### src/rtl/tmr_evt_pkg.sv
package tmr_evt_pkg;
  localparam int BYTE_W   = 8;
  localparam int MODE_W   = 4;
  localparam logic [MODE_W-1:0] RESTART_MODE = 4'b1011;
endpackage

### src/rtl/tmr_cmp_chan.sv
module tmr_cmp_chan
  import tmr_evt_pkg::*;
#(
  parameter int CNT_W     = 16,
  parameter int ADDR_W    = 4,
  parameter int CMP_BASE  = 2,
  parameter int MODE_ADDR = 6
) (
  input  logic              clk,
  input  logic              rst_n,
  input  logic              wr_en,
  input  logic [ADDR_W-1:0] wr_addr,
  input  logic [BYTE_W-1:0] wr_data,
  input  logic [CNT_W-1:0]  cnt,
  input  logic              async_mode,
  output logic              armed_match
);
  localparam int NB = CNT_W / BYTE_W;

  logic [CNT_W-1:0]  cmp_q;
  logic [MODE_W-1:0] mode_q;
  logic [NB-1:0]     byte_we;

  for (genvar b = 0; b < NB; b++) begin : g_we
    assign byte_we[b] = wr_en && (wr_addr == ADDR_W'(CMP_BASE + b));
  end

  always_ff @(posedge clk) begin
    if (!rst_n) begin
      cmp_q  <= '0;
      mode_q <= '0;
    end else begin
      for (int b = 0; b < NB; b++) begin
        if (byte_we[b]) cmp_q[b*BYTE_W +: BYTE_W] <= wr_data;
      end
      if (wr_en && (wr_addr == ADDR_W'(MODE_ADDR)))
        mode_q <= wr_data[MODE_W-1:0];
    end
  end

  assign armed_match = (mode_q == RESTART_MODE) && !async_mode && (cnt == cmp_q);
endmodule

### src/rtl/tmr_count_core.sv
module tmr_count_core
  import tmr_evt_pkg::*;
#(
  parameter int CNT_W = 16
) (
  input  logic                      clk,
  input  logic                      rst_n,
  input  logic                      tick,
  input  logic [CNT_W/BYTE_W-1:0]   byte_we,
  input  logic [BYTE_W-1:0]         wr_data,
  input  logic                      restart,
  output logic [CNT_W-1:0]          cnt,
  output logic                      cnt_wr,
  output logic                      wrap_evt
);
  localparam int NB = CNT_W / BYTE_W;
  localparam logic [CNT_W-1:0] CNT_MAX = {CNT_W{1'b1}};

  logic [CNT_W-1:0] cnt_q;

  assign cnt_wr   = |byte_we;
  assign wrap_evt = tick && !cnt_wr && !restart && (cnt_q == CNT_MAX);

  always_ff @(posedge clk) begin
    if (!rst_n) begin
      cnt_q <= '0;
    end else if (cnt_wr) begin
      for (int b = 0; b < NB; b++) begin
        if (byte_we[b]) cnt_q[b*BYTE_W +: BYTE_W] <= wr_data;
      end
    end else if (tick) begin
      cnt_q <= restart ? '0 : cnt_q + CNT_W'(1);
    end
  end

  assign cnt = cnt_q;
endmodule

### src/rtl/tmr_ovf_flag.sv
module tmr_ovf_flag (
  input  logic clk,
  input  logic rst_n,
  input  logic set_req,
  input  logic clr_req,
  input  logic irq_en,
  output logic flag,
  output logic irq
);
  logic flag_q;

  always_ff @(posedge clk) begin
    if (!rst_n)       flag_q <= 1'b0;
    else if (set_req) flag_q <= 1'b1;
    else if (clr_req) flag_q <= 1'b0;
  end

  assign flag = flag_q;
  assign irq  = flag_q && irq_en;
endmodule

### src/rtl/tmr_evt_timer.sv
module tmr_evt_timer
  import tmr_evt_pkg::*;
#(
  parameter int CNT_W   = 16,
  parameter int NUM_CH  = 2,
  parameter int CONV_CH = 1,
  parameter int ADDR_W  = 4
) (
  input  logic              clk,
  input  logic              rst_n,
  input  logic              tick,
  input  logic              wr_en,
  input  logic [ADDR_W-1:0] wr_addr,
  input  logic [7:0]        wr_data,
  input  logic              conv_enable,
  output logic [CNT_W-1:0]  count,
  output logic              irq_flag,
  output logic              irq,
  output logic              conv_start
);
  localparam int NB        = CNT_W / BYTE_W;
  localparam int MODE_BASE = NB * (1 + NUM_CH);
  localparam int CTRL_ADDR = MODE_BASE + NUM_CH;
  localparam int CLR_ADDR  = CTRL_ADDR + 1;
  localparam logic [NUM_CH-1:0] CONV_MASK = NUM_CH'(1) << CONV_CH;

  logic [NB-1:0]     cnt_byte_we;
  logic [NUM_CH-1:0] match;
  logic [NUM_CH-1:0] trig;
  logic              restart;
  logic              cnt_wr;
  logic              wrap_evt;
  logic              ie_q;
  logic              async_q;
  logic              conv_q;
  logic              flag_set;
  logic              flag_clr;

  for (genvar b = 0; b < NB; b++) begin : g_cnt_we
    assign cnt_byte_we[b] = wr_en && (wr_addr == ADDR_W'(b));
  end

  for (genvar c = 0; c < NUM_CH; c++) begin : g_ch
    tmr_cmp_chan #(
      .CNT_W    (CNT_W),
      .ADDR_W   (ADDR_W),
      .CMP_BASE (NB * (1 + c)),
      .MODE_ADDR(MODE_BASE + c)
    ) u_chan (
      .clk        (clk),
      .rst_n      (rst_n),
      .wr_en      (wr_en),
      .wr_addr    (wr_addr),
      .wr_data    (wr_data),
      .cnt        (count),
      .async_mode (async_q),
      .armed_match(match[c])
    );
    assign trig[c] = tick && match[c];
  end

  assign restart = |trig;

  tmr_count_core #(.CNT_W(CNT_W)) u_core (
    .clk     (clk),
    .rst_n   (rst_n),
    .tick    (tick),
    .byte_we (cnt_byte_we),
    .wr_data (wr_data),
    .restart (restart),
    .cnt     (count),
    .cnt_wr  (cnt_wr),
    .wrap_evt(wrap_evt)
  );

  always_ff @(posedge clk) begin
    if (!rst_n) begin
      ie_q    <= 1'b0;
      async_q <= 1'b0;
      conv_q  <= 1'b0;
    end else begin
      if (wr_en && (wr_addr == ADDR_W'(CTRL_ADDR))) begin
        ie_q    <= wr_data[0];
        async_q <= wr_data[1];
      end
      conv_q <= trig[CONV_CH] && conv_enable;
    end
  end

  assign flag_set = !cnt_wr && !trig[CONV_CH] && (wrap_evt || |(trig & ~CONV_MASK));
  assign flag_clr = wr_en && (wr_addr == ADDR_W'(CLR_ADDR)) && wr_data[0];

  tmr_ovf_flag u_flag (
    .clk    (clk),
    .rst_n  (rst_n),
    .set_req(flag_set),
    .clr_req(flag_clr),
    .irq_en (ie_q),
    .flag   (irq_flag),
    .irq    (irq)
  );

  assign conv_start = conv_q;
endmodule

### config.mk
export PLATFORM = sky130hd
export DESIGN_NAME = tmr_evt_timer
export DESIGN_NICKNAME = d
export VERILOG_FILES = /design/src/rtl/tmr_evt_pkg.sv /design/src/rtl/tmr_cmp_chan.sv /design/src/rtl/tmr_count_core.sv /design/src/rtl/tmr_ovf_flag.sv /design/src/rtl/tmr_evt_timer.sv
export SDC_FILE = /design/constraint.sdc
export NUM_CORES = 1
export LEC_CHECK = 0
export ABC_AREA = 1
export BUFFER_PORTS_ARGS = -buffer_cell sky130_fd_sc_hd__buf_2
export CAP_MARGIN = 20
export CORE_UTILIZATION = 59
export CTS_BUF_LIST = sky130_fd_sc_hd__clkbuf_16
export CTS_CLUSTER_DIAMETER = 150
export DETAILED_ROUTE_END_ITERATION = 6
export PLACE_DENSITY = 0.83
export REMOVE_ABC_BUFFERS = 1
export SLEW_MARGIN = 20
export SYNTH_ARGS = -nofsm -noshare
export SYNTH_HDL_FRONTEND = slang
export SYNTH_HIERARCHICAL = 1
export SYNTH_SLANG_ARGS = --single-unit
### constraint.sdc
create_clock -name clk -period 2.1 [get_ports clk]
set_clock_uncertainty 0.1 [all_clocks]
set_input_delay 0.42 -clock clk [delete_from_list [all_inputs] [get_ports clk]]
set_output_delay 0.42 -clock clk [all_outputs]
set_load 0.005 [all_outputs]
==> out/metrics.csv <==
stage,metric,value,unit
run_status,status,"finished, final reports clean",
detailed_routing,DR pass1 iterations,5,
min_path,Worst Hold Class,in -> reg,
clock_tree,CTS tree,yes,
worst_setup_path,Critical Path Start Type,register,
logic_synthesis,Yosys reg bits,60,
detailed_routing,initial DRC count,356,
floorplanning,Core ar.,5610,µm²
power_and_ir_drop,worst ir drop on vdd,0.638,mV
floorplanning,initial core utilization,0.621,
sta,Final Max Slew Viols,0,
logic_synthesis,Synth Area per Inst,6.51,µm²
floorplanning,I/O pin count,36,
cells_and_area,Antenna Cells,0,
power_and_ir_drop,pwr dens,737,nW/µm²
sta,Tcrit/Tclk final,0.958,
floorplanning,Die H,78.9,µm
grt,vias in the first global route,3534,
sta,Fin. Hold Viols,0,
cells_and_area,multi-input logic area,1870,µm²
worst_setup_path,WP data required,2250,ps
detailed_routing,final antenna-violating net count,0,
placed_design,Final GP Congestion,0.925,
sta,Final setup viols,0,
cells_and_area,layout cells sized above 1,0.200,
sta,Worst Tran Pin Value,421,ps
worst_setup_path,crit path capture type,register,
sta,final worst path period need,2010,ps
logic_synthesis,sequential element share of the synthesized area,0.345,
worst_setup_path,CP Class,reg -> reg,
cells_and_area,synth-to-layout area growth,19.4,%
grt,GRT overflow,0,
clock_tree,clock insertion delay at the later pin of the skew report,320,ps
clock_tree,CTS clock-pin slew for the worst setup and hold paths,50,ps
clock_tree,CTS Buf Count,9,
grt,GRT Total Usage,0.359,
placed_design,Final HPWL DP,7350,µm
cells_and_area,fin nets,614,
floorplanning,Site Rows,27,
grt,GRT met2 Usage,0.583,
cells_and_area,FILL cells,478,
sta,Worst Hold Slack,213,ps
grt,first-pass GRT wire length,16800,µm
sta,RSZ-0062 raised after global routing,yes,
grt,GRT met3 Usage,0.114,
run,Max Cap Violations,0,
cells_and_area,Finished Layout Cells,672,
worst_setup_path,worst path arrival time,2160,ps
logic_synthesis,Synth Cell Area,3480,µm²
sta,Fmax,497,MHz
grt,largest net degree at the start of global routing,39,
detailed_routing,DR vias/cell,5.69,
detailed_routing,vias,3823,
placed_design,PortBufs,35,
detailed_routing,DRC violations left,0,
clock_tree,Root Driver,clkbuf_16,
detailed_routing,Routed Wire Length,10300,µm
detailed_routing,DR WL/cell,15.3,µm
logic_synthesis,Synth warnings,6,
grt,grt met1 use,0.447,
cells_and_area,FF+latch area,1210,µm²
clock_tree,hold-fix buffers at CTS,0,
floorplanning,Die ar.,6220,µm²
sta,Slew Limit Headroom,0.719,
grt,initial antenna violation count,0,
logic_synthesis,Unique masters post-synth,32,
worst_setup_path,Worst Path Max Fanout,3,
floorplanning,die width,78.9,µm
logic_synthesis,Cells after Synth,535,
logic_synthesis,"EDFF count, synth",0,
clock_tree,CTS H-tree depth,3,
logic_synthesis,Post-synth top flop,dfxtp_1,
placed_design,Cells after DPL,657,
power_and_ir_drop,Leakage,1.88,nW
clock_tree,# clock sinks,60,
clock_tree,Max clock buf depth,2,
grt,GRT busiest layer,met2,
logic_synthesis,ys async rst share,0,
==> final timing paths <==
path / startpoint / endpoint / slack, ps / depth (start not counted)
worst max-delay path: u_core/cnt[5] / u_flag/flag / 90 / 14
worst min-delay path: conv_enable / conv_start / 210 / 3
worst max register to register: u_core/cnt[5] / u_flag/flag / 90 / 14
worst min register to register: g_ch[1].u_chan/mode_q[2] / g_ch[1].u_chan/mode_q[2] / 350 / 2
==> final cells by class <==
cell class,count,share of cell area
tap,72,0.0216
inverter,92,0.0830
sequential,60,0.291
multi-input combinational,373,0.448
clock inverter,6,0.0117
clock buffer,9,0.0541
timing repair buffer,60,0.0902
==> per-layer routing <==
layer / vias to the layer above / share of wire / wire length (µm)
met5: - / 0 / 0
met4: 0 / 0.022 / 230
met3: 31 / 0.11 / 1100
met2: 239 / 0.46 / 4710
met1: 1729 / 0.41 / 4240
li1: 1824 / - / -
==> worst max-delay path, cell delays in order, from the launching register on <==
cell and delay [ps]:
dfxtp_2 360, inv_1 70, o22ai_1 210, nor2_1 90
nand3_1 70, nor2_1 50, nand2_1 70, nand2_1 70
inv_2 80, nand4_1 120, nor4_2 170, a21oi_1 70
nor3b_1 180, inv_1 70, a21oi_2 150
==> layout by cell type (no fill, tap or decap), types with 2 or more instances in the layout <==
cell | synthesis | layout
a21oi_1 | 53 | 53
a21oi_2 | 5 | 5
buf_2 | 0 | 35
buf_4 | 0 | 24
clkbuf_16 | 0 | 9
clkinv_1 | 1 | 4
dfxtp_1 | 60 | 54
dfxtp_2 | 0 | 5
inv_1 | 84 | 85
inv_2 | 7 | 8
nand2_1 | 102 | 102
nand2_2 | 6 | 6
nand3_1 | 22 | 22
nand3_2 | 2 | 2
nand4_1 | 8 | 8
nor2_1 | 73 | 72
nor2_2 | 6 | 7
nor2_4 | 6 | 6
o21ai_0 | 45 | 45
o21ai_1 | 12 | 12
o21ai_2 | 6 | 6
o21bai_1 | 4 | 4
o22ai_1 | 5 | 5
xnor2_1 | 6 | 6
xor2_1 | 3 | 3
==> cells in the mapped netlist, types with 2 or more instances <==
cell type	number	share of area
o21bai_1	4	0.0086
nand2_1	102	0.11
nand2_2	6	0.011
o21ai_0	45	0.065
xnor2_1	6	0.015
nor2_2	6	0.011
a21oi_2	5	0.013
inv_2	7	0.0075
o21ai_2	6	0.015
nand3_1	22	0.032
nand4_1	8	0.014
o22ai_1	5	0.0090
nand3_2	2	0.0057
buf_6	5	0.016
xor2_1	3	0.0075
o21ai_1	12	0.017
dfxtp_1	60	0.34
a21oi_1	53	0.076
inv_1	84	0.090
nor2_1	73	0.079
nor2_4	6	0.019
clkbuf_1	5	0.0054
==> registers in the layout, indices dropped and copies added (netlist names) <==
register            flops
u_core/cnt             16
async_q                 1
ie_q                    1
g_ch.u_chan/cmp_q      32
u_flag/flag             1
g_ch.u_chan/mode_q      8
conv_start              1
==> per-stage QoR <==
stage	TNS (ps)	power (mW)	area, µm²	worst slack [ps]	utilization
floorplan	0	1.48	3410	194	-
global placement	0	1.67	3870	71.8	0.691
detailed placement	-28.7	1.69	3870	-28.7	0.691
CTS	0	3.07	4150	39.6	0.741
global route	-2.32	3.18	4160	-2.32	0.742
finish	0	3.07	4160	88.7	0.742
==> what timing repair did <==
action,in CTS,in global routing
endpoints found under the hold margin,0,0
buffers inserted,0,0
resized for setup,3,6
setup endpoints to repair,1,10
pin swaps,0,1
==> where the power goes <==
group / switching, mW / leakage [nW] / total [mW] / internal [mW]
clock: 0.495 / 0.140 / 1.38 / 0.889
sequential: 0.0436 / 0.491 / 1.23 / 1.18
combinational: 0.283 / 1.25 / 0.457 / 0.174
total: 0.821 / 1.88 / 3.07 / 2.25
==> logic make-up (layout without fill, tap and decap cells) <==
kind of cell               Yosys count  count (layout)  share of synthesized area
buffers and inverters              102             167                      0.121
xor gates and xnor gates             9               9                     0.0226
and+or+nand+nor                    229             229                      0.292
AOI/OAI and AO/OA                  134             134                      0.217
adders and majority gates            1               1                    0.00359
DFF                                 60              60                      0.345
No activity file was read; power rests on OpenSTA's default activity.
